===== src/rtl/xlat_pkg.sv =====
// Shared types for the translation buffer.
// Assumes nothing beyond IEEE 1800-2017 enums.
package xlat_pkg;

    // How a fill finds its destination entry.
    typedef enum logic [1:0] {
        FILL_NONE   = 2'd0,
        FILL_MATCH  = 2'd1,
        FILL_FREE   = 2'd2,
        FILL_ROTATE = 2'd3
    } fill_kind_e;

endpackage


===== src/rtl/xlat_match.sv =====
// Parallel tag comparator: flags every valid entry whose page number
// and address-space tag equal the key. Purely combinational.
// Assumes the caller keeps keys unique, so at most one bit is set.
module xlat_match #(
    parameter int ENTRIES = 16,
    parameter int VPN_W   = 20,
    parameter int ASID_W  = 8
) (
    input  logic [ENTRIES-1:0]             valid_i,
    input  logic [ENTRIES-1:0][VPN_W-1:0]  vpn_i,
    input  logic [ENTRIES-1:0][ASID_W-1:0] asid_i,
    input  logic [VPN_W-1:0]               key_vpn_i,
    input  logic [ASID_W-1:0]              key_asid_i,
    output logic [ENTRIES-1:0]             match_o
);

    // One comparator per entry.
    for (genvar g = 0; g < ENTRIES; g++) begin : g_cmp
        assign match_o[g] = valid_i[g]
                          && (vpn_i[g] == key_vpn_i)
                          && (asid_i[g] == key_asid_i);
    end

endmodule


===== src/rtl/xlat_victim.sv =====
// Replacement chooser: finds the lowest invalid entry, and separately
// the first unpinned entry at or after the rotation pointer (with wrap).
// Assumes pinned entries are always valid. Purely combinational.
module xlat_victim #(
    parameter int ENTRIES = 16,
    localparam int IDX_W  = $clog2(ENTRIES)
) (
    input  logic [ENTRIES-1:0] valid_i,
    input  logic [ENTRIES-1:0] wired_i,
    input  logic [IDX_W-1:0]   rr_i,
    output logic               free_ok_o,
    output logic [IDX_W-1:0]   free_idx_o,
    output logic               rot_ok_o,
    output logic [IDX_W-1:0]   rot_idx_o
);

    // Lowest-numbered empty slot.
    always_comb begin
        free_ok_o  = 1'b0;
        free_idx_o = '0;
        for (int i = ENTRIES - 1; i >= 0; i--) begin
            if (!valid_i[i]) begin
                free_ok_o  = 1'b1;
                free_idx_o = IDX_W'(i);
            end
        end
    end

    // First unpinned slot scanning upward from the pointer.
    always_comb begin
        int pos;
        rot_ok_o  = 1'b0;
        rot_idx_o = '0;
        for (int k = ENTRIES - 1; k >= 0; k--) begin
            pos = int'(rr_i) + k;
            if (pos >= ENTRIES) pos = pos - ENTRIES;
            if (!wired_i[IDX_W'(pos)]) begin
                rot_ok_o  = 1'b1;
                rot_idx_o = IDX_W'(pos);
            end
        end
    end

endmodule


===== src/rtl/xlat_cache.sv =====
// Fully associative translation buffer with per-entry address-space tags,
// pinned entries, whole and per-tag flush, and a registered lookup result.
// Assumes: one lookup and at most one table command per cycle; a fill in
// the same cycle as a flush is dropped; flush-all beats per-tag flush.
module xlat_cache #(
    parameter int ENTRIES = 16,
    parameter int VPN_W   = 20,
    parameter int PFN_W   = 20,
    parameter int ASID_W  = 8
) (
    input  logic              clk,
    input  logic              rst_n,
    input  logic              lk_req,
    input  logic [VPN_W-1:0]  lk_vpn,
    input  logic [ASID_W-1:0] lk_asid,
    input  logic              lk_write,
    output logic              rs_valid,
    output logic              rs_hit,
    output logic [PFN_W-1:0]  rs_pfn,
    output logic              rs_writable,
    output logic              rs_fault,
    input  logic              fl_en,
    input  logic [VPN_W-1:0]  fl_vpn,
    input  logic [ASID_W-1:0] fl_asid,
    input  logic [PFN_W-1:0]  fl_pfn,
    input  logic              fl_writable,
    input  logic              fl_wired,
    input  logic              inv_all,
    input  logic              inv_asid_en,
    input  logic [ASID_W-1:0] inv_asid
);
    import xlat_pkg::*;

    localparam int IDX_W = $clog2(ENTRIES);

    logic [ENTRIES-1:0]             valid_q;
    logic [ENTRIES-1:0]             wired_q;
    logic [ENTRIES-1:0]             wr_q;
    logic [ENTRIES-1:0][VPN_W-1:0]  vpn_q;
    logic [ENTRIES-1:0][ASID_W-1:0] asid_q;
    logic [ENTRIES-1:0][PFN_W-1:0]  pfn_q;
    logic [IDX_W-1:0]               rr_q;

    logic [ENTRIES-1:0] lk_match;
    logic [ENTRIES-1:0] fl_match;
    logic               lk_any;
    logic [PFN_W-1:0]   sel_pfn;
    logic               sel_wr;
    logic [IDX_W-1:0]   fm_idx;
    logic               free_ok, rot_ok;
    logic [IDX_W-1:0]   free_idx, rot_idx;
    fill_kind_e         fill_kind;
    logic [IDX_W-1:0]   fill_idx;
    logic               fill_go;

    xlat_match #(.ENTRIES(ENTRIES), .VPN_W(VPN_W), .ASID_W(ASID_W)) u_lk_cmp (
        .valid_i(valid_q), .vpn_i(vpn_q), .asid_i(asid_q),
        .key_vpn_i(lk_vpn), .key_asid_i(lk_asid), .match_o(lk_match)
    );

    xlat_match #(.ENTRIES(ENTRIES), .VPN_W(VPN_W), .ASID_W(ASID_W)) u_fl_cmp (
        .valid_i(valid_q), .vpn_i(vpn_q), .asid_i(asid_q),
        .key_vpn_i(fl_vpn), .key_asid_i(fl_asid), .match_o(fl_match)
    );

    xlat_victim #(.ENTRIES(ENTRIES)) u_victim (
        .valid_i(valid_q), .wired_i(wired_q), .rr_i(rr_q),
        .free_ok_o(free_ok), .free_idx_o(free_idx),
        .rot_ok_o(rot_ok), .rot_idx_o(rot_idx)
    );

    // Merge the data of the (single) matching entry.
    always_comb begin
        lk_any  = |lk_match;
        sel_pfn = '0;
        sel_wr  = 1'b0;
        for (int i = 0; i < ENTRIES; i++) begin
            if (lk_match[i]) begin
                sel_pfn = sel_pfn | pfn_q[i];
                sel_wr  = sel_wr | wr_q[i];
            end
        end
    end

    // Encode the index of an entry the fill key already occupies.
    always_comb begin
        fm_idx = '0;
        for (int i = 0; i < ENTRIES; i++) begin
            if (fl_match[i]) fm_idx = IDX_W'(i);
        end
    end

    // Decide where a fill lands: in place, a free slot, the rotating victim, or nowhere.
    always_comb begin
        fill_go = fl_en && !inv_all && !inv_asid_en;
        if (|fl_match) begin
            fill_kind = FILL_MATCH;
            fill_idx  = fm_idx;
        end else if (free_ok) begin
            fill_kind = FILL_FREE;
            fill_idx  = free_idx;
        end else if (rot_ok) begin
            fill_kind = FILL_ROTATE;
            fill_idx  = rot_idx;
        end else begin
            fill_kind = FILL_NONE;
            fill_idx  = '0;
        end
    end

    // Register the lookup result one clock after the request.
    always_ff @(posedge clk) begin
        if (!rst_n) begin
            rs_valid    <= 1'b0;
            rs_hit      <= 1'b0;
            rs_pfn      <= '0;
            rs_writable <= 1'b0;
            rs_fault    <= 1'b0;
        end else begin
            rs_valid    <= lk_req;
            rs_hit      <= lk_req && lk_any;
            rs_pfn      <= (lk_req && lk_any) ? sel_pfn : '0;
            rs_writable <= lk_req && lk_any && sel_wr;
            rs_fault    <= lk_req && lk_any && lk_write && !sel_wr;
        end
    end

    // Apply flushes or a fill to the entry table.
    always_ff @(posedge clk) begin
        if (!rst_n) begin
            valid_q <= '0;
            wired_q <= '0;
            wr_q    <= '0;
            vpn_q   <= '0;
            asid_q  <= '0;
            pfn_q   <= '0;
            rr_q    <= '0;
        end else if (inv_all) begin
            valid_q <= valid_q & wired_q;
        end else if (inv_asid_en) begin
            for (int i = 0; i < ENTRIES; i++) begin
                if (!wired_q[i] && asid_q[i] == inv_asid) valid_q[i] <= 1'b0;
            end
        end else if (fill_go && fill_kind != FILL_NONE) begin
            valid_q[fill_idx] <= 1'b1;
            wired_q[fill_idx] <= fl_wired;
            wr_q[fill_idx]    <= fl_writable;
            vpn_q[fill_idx]   <= fl_vpn;
            asid_q[fill_idx]  <= fl_asid;
            pfn_q[fill_idx]   <= fl_pfn;
            if (fill_kind == FILL_ROTATE) begin
                rr_q <= (fill_idx == IDX_W'(ENTRIES - 1)) ? '0 : fill_idx + 1'b1;
            end
        end
    end

endmodule


===== config.mk =====
export PLATFORM = sky130hd
export DESIGN_NAME = xlat_cache
export DESIGN_NICKNAME = d
export VERILOG_FILES = /design/src/rtl/xlat_pkg.sv /design/src/rtl/xlat_match.sv /design/src/rtl/xlat_victim.sv /design/src/rtl/xlat_cache.sv
export SDC_FILE = /design/constraint.sdc
export NUM_CORES = 2
export LEC_CHECK = 0
export BUFFER_PORTS_ARGS = -buffer_cell sky130_fd_sc_hd__buf_2
export CORE_UTILIZATION = 45
export DETAILED_ROUTE_END_ITERATION = 16
export GPL_TIMING_DRIVEN = 0
export HOLD_SLACK_MARGIN = 0.12
export PLACE_DENSITY = 0.69
export SYNTH_ARGS = -nofsm -noshare
export SYNTH_HDL_FRONTEND = slang
export SYNTH_SLANG_ARGS = --single-unit

===== constraint.sdc =====
create_clock -name clk -period 5.35 [get_ports clk]
set_input_delay 1.07 -clock clk [delete_from_list [all_inputs] [get_ports clk]]
set_output_delay 1.07 -clock clk [all_outputs]
set_load 0.01 [all_outputs]

== Yosys cells after proc, flatten, opt, wreduce, memory -nomap -nowiden ==
Index checks and enable logic that the tools add are counted.
Cells by class
  add/sub/neg operators: 32
  order comparisons: 34
  eq/ne operators: 98
  mux-type cells: 212
  bitwise gates (word level): 34
  reduce and logical (&&, ||, !) cells: 130
Operators with widths (number)
  $bwmux 320: 2
  $eq 20x20->1: 32
  $eq 8x8->1: 48
  $mux 20: 17
  $or 20x20->20: 15
  $mux 4: 66
  $bwmux 128: 1
  $mux 1: 98
  $lt 4x6->1 const B: 16
  $logic_and 1x1->1: 88
  $demux 20 s4: 1
  $ge 5x5->1 const B: 15
  $bmux 1 s4: 16
  $sub 4x1->4 const B: 16
  $mux 16: 3
  $ne 3x2->1 const B: 16
  $add 4x4->5 const B: 8
  $reduce_and 2->1: 17
  $bwmux 16: 2
  $demux 8 s4: 1
  $reduce_or 16->1: 2
  $add 4x3->5 const B: 4
  $logic_not 1->1: 19
  $and 16x16->16: 1
  18 further kinds: 36
Word-level totals
  bits in registers: 844
  input bits: 93
  output and inout bits: 24

== Longest topological paths before layout ==
  depth in word-level cells: 36
  depth in mapped cells: 24

== Modules after synthesis ==
A second synthesis with hierarchy kept.
Unflattened totals
  cells, all modules: 5241
  area total of the unflattened synthesis: 46731.1 µm²
Modules (own cells, without submodules)
  xlat_cache: instances 1, cells an instance 3625, area an instance 33443.3 µm², sequential area each 16896.2 µm²
  xlat_match: instances 2, cells an instance 664, area an instance 5387.7 µm², sequential area each 0.0 µm²
  xlat_victim: instances 1, cells an instance 288, area an instance 2512.4 µm², sequential area each 0.0 µm²

== Worst setup path after synthesis ==
No wires, ideal clock.
  path kind: reg-to-reg
  from: reg rr_q[1]
  to: reg asid_q[56] (netlist bit)
  arrival: 4.981 ns
  required time: 5.222 ns
  setup slack: 0.241 ns
  cell stages (with the launch flop): 19
  cell sequence: dfxtp_1 -> buf_4 -> buf_1 -> inv_1 -> ha_1 -> mux4_2 -> mux2_2 -> mux2_2 -> o311a_1 -> o21ai_0 -> a21oi_1 -> o2111ai_1 -> a21boi_0 -> ha_1 -> nand2_1 -> nor3_2 -> buf_2 -> mux2i_1 -> nor2_1
On the way
  cells in the longest elaborated chain, start to end: 30
  elaborated cells between the ends (all ways): 158
  classes of those cells: 31 x add/sub; 18 x order compare; 105 x mux; 4 x reduce/logical
Ends and longest elaborated chain
  start: declaration: line xlat_cache.sv:42  | logic [IDX_W-1:0] rr_q;
  start signal: assignment: line xlat_cache.sv:152  | rr_q <= (fill_idx == IDX_W'(ENTRIES - 1)) ? '0 : fill_idx + 1'b1;
  $add 4x4->5: line xlat_victim.sv:35  | pos = int'(rr_i) + k;
  $sub 4x1->4 or $ge 5x5->1 (tied branches): line xlat_victim.sv:36  | if (pos >= ENTRIES) pos = pos - ENTRIES;
  $mux 4: line xlat_victim.sv:36
  $bmux 1 s4: line xlat_victim.sv:37  | if (!wired_i[IDX_W'(pos)]) begin
  $mux 1 (not written as such) (2 in a row): line xlat_victim.sv:37
  $mux 4 or $mux 1 (tied branches) (16 in a row): line xlat_victim.sv:37
  $mux 4: line xlat_cache.sv:102  | end else if (rot_ok) begin
  $mux 4: line xlat_cache.sv:99  | end else if (free_ok) begin
  $mux 4: line xlat_cache.sv:96  | if (|fl_match) begin
  $lt 4x5->1 (not written as such) or $ge 4x1->1 (tied branches): line xlat_cache.sv:149  | asid_q[fill_idx] <= fl_asid;
  $logic_and 1x1->1 (not written as such): line xlat_cache.sv:149
  $mux 8 (not written as such): line xlat_cache.sv:149
  $demux 8 s4: line xlat_cache.sv:149
  $bwmux 128: line xlat_cache.sv:149
  end signal: indexed assignment: line xlat_cache.sv:149
  end: declaration: line xlat_cache.sv:40  | logic [ENTRIES-1:0][ASID_W-1:0] asid_q;
Parallel ways exist; a longest one is shown, timed or not. The select of a mux whose other input is x is not followed.
A chain may end at the register's enable or synchronous reset.

== Worst setup path after layout ==
  from: in fl_vpn[7]
  to: reg pfn_q[145] (netlist bit)
On the way
  cells in the longest elaborated chain, start to end: 24
  elaborated cells between the ends (all ways): 75
  classes of those cells: 2 x order compare; 16 x eq/ne; 20 x mux; 37 x reduce/logical
Ends and longest elaborated chain
  start: declaration: line xlat_cache.sv:23  | input logic [VPN_W-1:0] fl_vpn,
  $eq 20x20->1: line xlat_match.sv:20  | && (vpn_i[g] == key_vpn_i)
  $logic_and 1x1->1: line xlat_match.sv:20
  $logic_and 1x1->1: line xlat_match.sv:21  | && (asid_i[g] == key_asid_i);
  $mux 1: line xlat_cache.sv:89  | if (fl_match[i]) fm_idx = IDX_W'(i);
  $mux 4 (14 in a row): line xlat_cache.sv:89
  $mux 4: line xlat_cache.sv:96
  $lt 4x5->1 (not written as such) or $ge 4x1->1 (tied branches): line xlat_cache.sv:150  | pfn_q[fill_idx] <= fl_pfn;
  $logic_and 1x1->1 (not written as such): line xlat_cache.sv:150
  $mux 20 (not written as such): line xlat_cache.sv:150
  $demux 20 s4: line xlat_cache.sv:150
  $bwmux 320: line xlat_cache.sv:150
  end signal: indexed assignment: line xlat_cache.sv:150
  end: declaration: line xlat_cache.sv:41  | logic [ENTRIES-1:0][PFN_W-1:0] pfn_q;
Parallel ways exist; a longest one is shown, timed or not.

==> metrics.csv <==
metric,value,unit
clk_pin_slew_worst_paths,0.06,ns
grt_pass1_vias,39130,
die_y,323.3,um
finalCritPeriodShare,1.057,
avgSynthCellArea,9.384,um^2
required,5.92,ns
cts.sinks,844,
drive_gt1_frac,0.1086,
clk_latency,0.74,ns
vias_per_cell,6.414,
grt_use_total,0.4191,
grt_antenna_before_repair,7,
yosys_warnings,0,
synth_edf_count,0,
critical_path.endpoint_type,flip-flop,
syn-cell-area,0.04646,mm^2
n_fill_cell,9395,
start_util,0.4553,
finClkSkew,0.03812,ns
synthCells,4951,
final_util,0.5178,
hold_path.class,reg2reg,
synth_top_area_frac,0.3637,
crit_fanout,10,
dp_hpwl,156400,um
fin_cells,6607,
cap_violations,6,
min_path_cells,2,
async_reset_ff_frac,0,
clockBufferDepth,3,
dp_cells,6413,
syn2layout_area_growth,13.70,%
syn-num-nets,5055,
cts.hold.buffers_added,0,
nNetsFinal,5262,
synthTopCellsByArea,"dfxtp_1 36%, mux2i_1 18%, xor2_1 9.8%",
violations,"max-capacitance violations, max-slew violations, negative setup slack",
ir_drop,259.8,uV
power.density,274.5,mW/mm^2
io_pins,117,
die-area,0.1045,mm^2
drt_wl_total,225900,um
status,finished with violations,
rr_worst_depth,24,
cts_tree,built,
synth.cells.most_frequent,"844 x dfxtp_1, 823 x mux2i_1, 727 x nand2_1",
slew_headroom,-0.1079,
fp-row-count,117,
portBuffers,79,
dr.pass1.iters,8,
synth_cell_types,73,
ys_seq_elements,844,
ant_nets,0,
overflow,0,
grt_first_pass_wirelength,303900,um
cts_root_buffer,clkbuf_16,
drc,0,
hold_slack,0.4596,ns
synth_seq_area_share,0.3637,
wl_per_cell,34.19,um
crit-reg2reg-capture,pfn_q[145],
r2r-start,rr_q[0],
cts_made_buffers,91,
vias,42380,
synth_most_common_cell,dfxtp_1,
first_iter_violations,7553,
worst_slack,-0.3071,ns
worst-setup-path-type,in2reg,
chipWidth,323.3,um
ys.flop_type,dfxtp_1,
hp-start,pfn_q[257],
cp-start-kind,input port,
synth_area_leader_cell,dfxtp_1,
arrival,6.23,ns
slew_viol_final,55,
rrSetupSlack,0.07,ns
grt_start_max_net_pins,14,
htreeDepth,3,
fmax,0.1768,GHz
min_period,5.657,ns
hold_end,pfn_q[257],
globalplace.congestion,1.139,
power.leakage,19.71,nW
setup_viol_count_final,654,
hold_violations,0,
core_region_area,0.1020,mm^2
tightest_slew,1.662,ns
## state kept, by name, indices dropped and copies added (netlist names)
signal	count
valid_q	16
vpn_q	320
rs_hit	1
pfn_q	320
rs_valid	1
rs_pfn	20
wr_q	16
rs_writable	1
wired_q	16
rr_q	4
asid_q	128
rs_fault	1
## metal layers
layer | up-vias | wire [um] | track usage
met2 | 3587 | 88590 | 0.5760
li1 | 17430 | - | -
met5 | - | 10 | 0
met4 | 2 | 17130 | 0.2748
met3 | 919 | 35210 | 0.1657
met1 | 20440 | 84950 | 0.5374
## through the flow
stage / power (mW) / TNS (ns) / setup WS, ns / instance area, um^2
2_1_floorplan: 7.133 / 0 / 0.2411 / 46460
3_3_place_gp: 7.731 / -973.86 / -3.007 / 48570
3_5_place_dp: 7.734 / -936.33 / -1.919 / 48840
4_1_cts: 14.30 / 0 / 0.0001585 / 52400
5_1_grt: 14.67 / -0.1354 / -0.03783 / 52820
6_report: 14.50 / -75.32 / -0.3071 / 52830
## worst max path at each step
stage	startpoint	to	slack [ns]	cells past startpoint
6_report	fl_vpn[7]	pfn_q[145]	-0.31	20
5_1_grt	rr_q[0]	pfn_q[145]	-0.04	24
4_1_cts	rr_q[0]	vpn_q[113]	0.0002	23
3_5_place_dp	fl_vpn[12]	pfn_q[144]	-1.92	17
3_3_place_gp	lk_vpn[3]	rs_pfn[18]	-3.01	11
2_1_floorplan	rr_q[1]	asid_q[56]	0.24	18
## worst max-delay path: stages
cell and delay, ns:
buf_2 0.37, clkbuf_4 0.48, buf_2 0.57, xnor2_1 0.18, nand2_1 0.08, nor4_1 0.41, nand4_1 0.48, nand4_1 0.56
nor4_4 0.10, inv_1 0.14, a211oi_2 0.06, a21oi_2 0.20, buf_4 0.16, ha_4 0.16, nand2_2 0.12, nor3_4 0.24
buf_4 0.22, buf_12 0.19, mux2i_1 0.28, nor2_1 0.07
## placed cells by master, fill, tap and decap left out, types with 10 or more instances in the layout
| cell | Yosys | layout |
|---|---|---|
| clkbuf_16 | 0 | 95 |
| and3_1 | 16 | 16 |
| dfxtp_1 | 844 | 843 |
| buf_8 | 0 | 14 |
| xor2_1 | 522 | 522 |
| clkinv_2 | 0 | 18 |
| a221oi_1 | 59 | 59 |
| a21oi_1 | 36 | 34 |
| nand3_1 | 47 | 47 |
| nand2_1 | 727 | 726 |
| buf_6 | 48 | 67 |
| nor4_2 | 1 | 17 |
| mux2i_1 | 823 | 822 |
| a31oi_1 | 29 | 28 |
| nor3_1 | 41 | 40 |
| o211ai_1 | 10 | 10 |
| clkbuf_8 | 0 | 27 |
| buf_2 | 77 | 117 |
| o21ai_0 | 33 | 33 |
| inv_1 | 19 | 18 |
| nor2_1 | 227 | 227 |
| xnor2_1 | 514 | 514 |
| clkbuf_4 | 0 | 35 |
| nand4_1 | 158 | 158 |
| nor4_1 | 150 | 133 |
| clkdlybuf4s15_1 | 0 | 12 |
| mux4_2 | 32 | 32 |
| a22oi_1 | 40 | 40 |
| nor4b_1 | 10 | 10 |
| clkbuf_1 | 245 | 216 |
| a222oi_1 | 12 | 12 |
| mux2_2 | 15 | 14 |
| buf_4 | 36 | 45 |
| clkbuf_2 | 0 | 28 |
| a22o_1 | 52 | 52 |
## where the power goes
part / internal, mW / switching, mW / total (mW)
Sequential: 6.30 / 0.0209 / 6.32
Clock: 3.86 / 2.93 / 6.78
Combinational: 0.342 / 1.06 / 1.40
## area by class of cell
type,count,area [um^2],share of cell area
inverter,22,88.84,0.001682
clock buffer,133,2738,0.05182
multi-input combinational,3661,27520,0.5210
clock inverter,34,424.2,0.008029
antenna,7,17.52,0.0003316
sequential,844,16900,0.3199
tap,1368,1712,0.03240
timing repair buffer,116,755.7,0.01431
buffer,422,2669,0.05052
## timing repair
action | in CTS | in global routing
gates cloned | 0 | 2
gates resized for setup | 101 | 93
buffers inserted | 9 | 11
endpoints found under the setup margin | 841 | 816
pin swaps | 5 | 3
hold endpoints to repair | 0 | 0
## cells by family after synthesis
family | after synthesis | share of synthesized area
AOI/OAI and AO/OA | 326 | 0.05356
xor gates and xnor gates | 1037 | 0.1956
adders and majority gates | 11 | 0.002962
buffers and inverters | 446 | 0.04877
DFF | 844 | 0.3637
muxes | 871 | 0.1968
and+or+nand+nor | 1416 | 0.1386
Power figures use the tool's default switching activity.
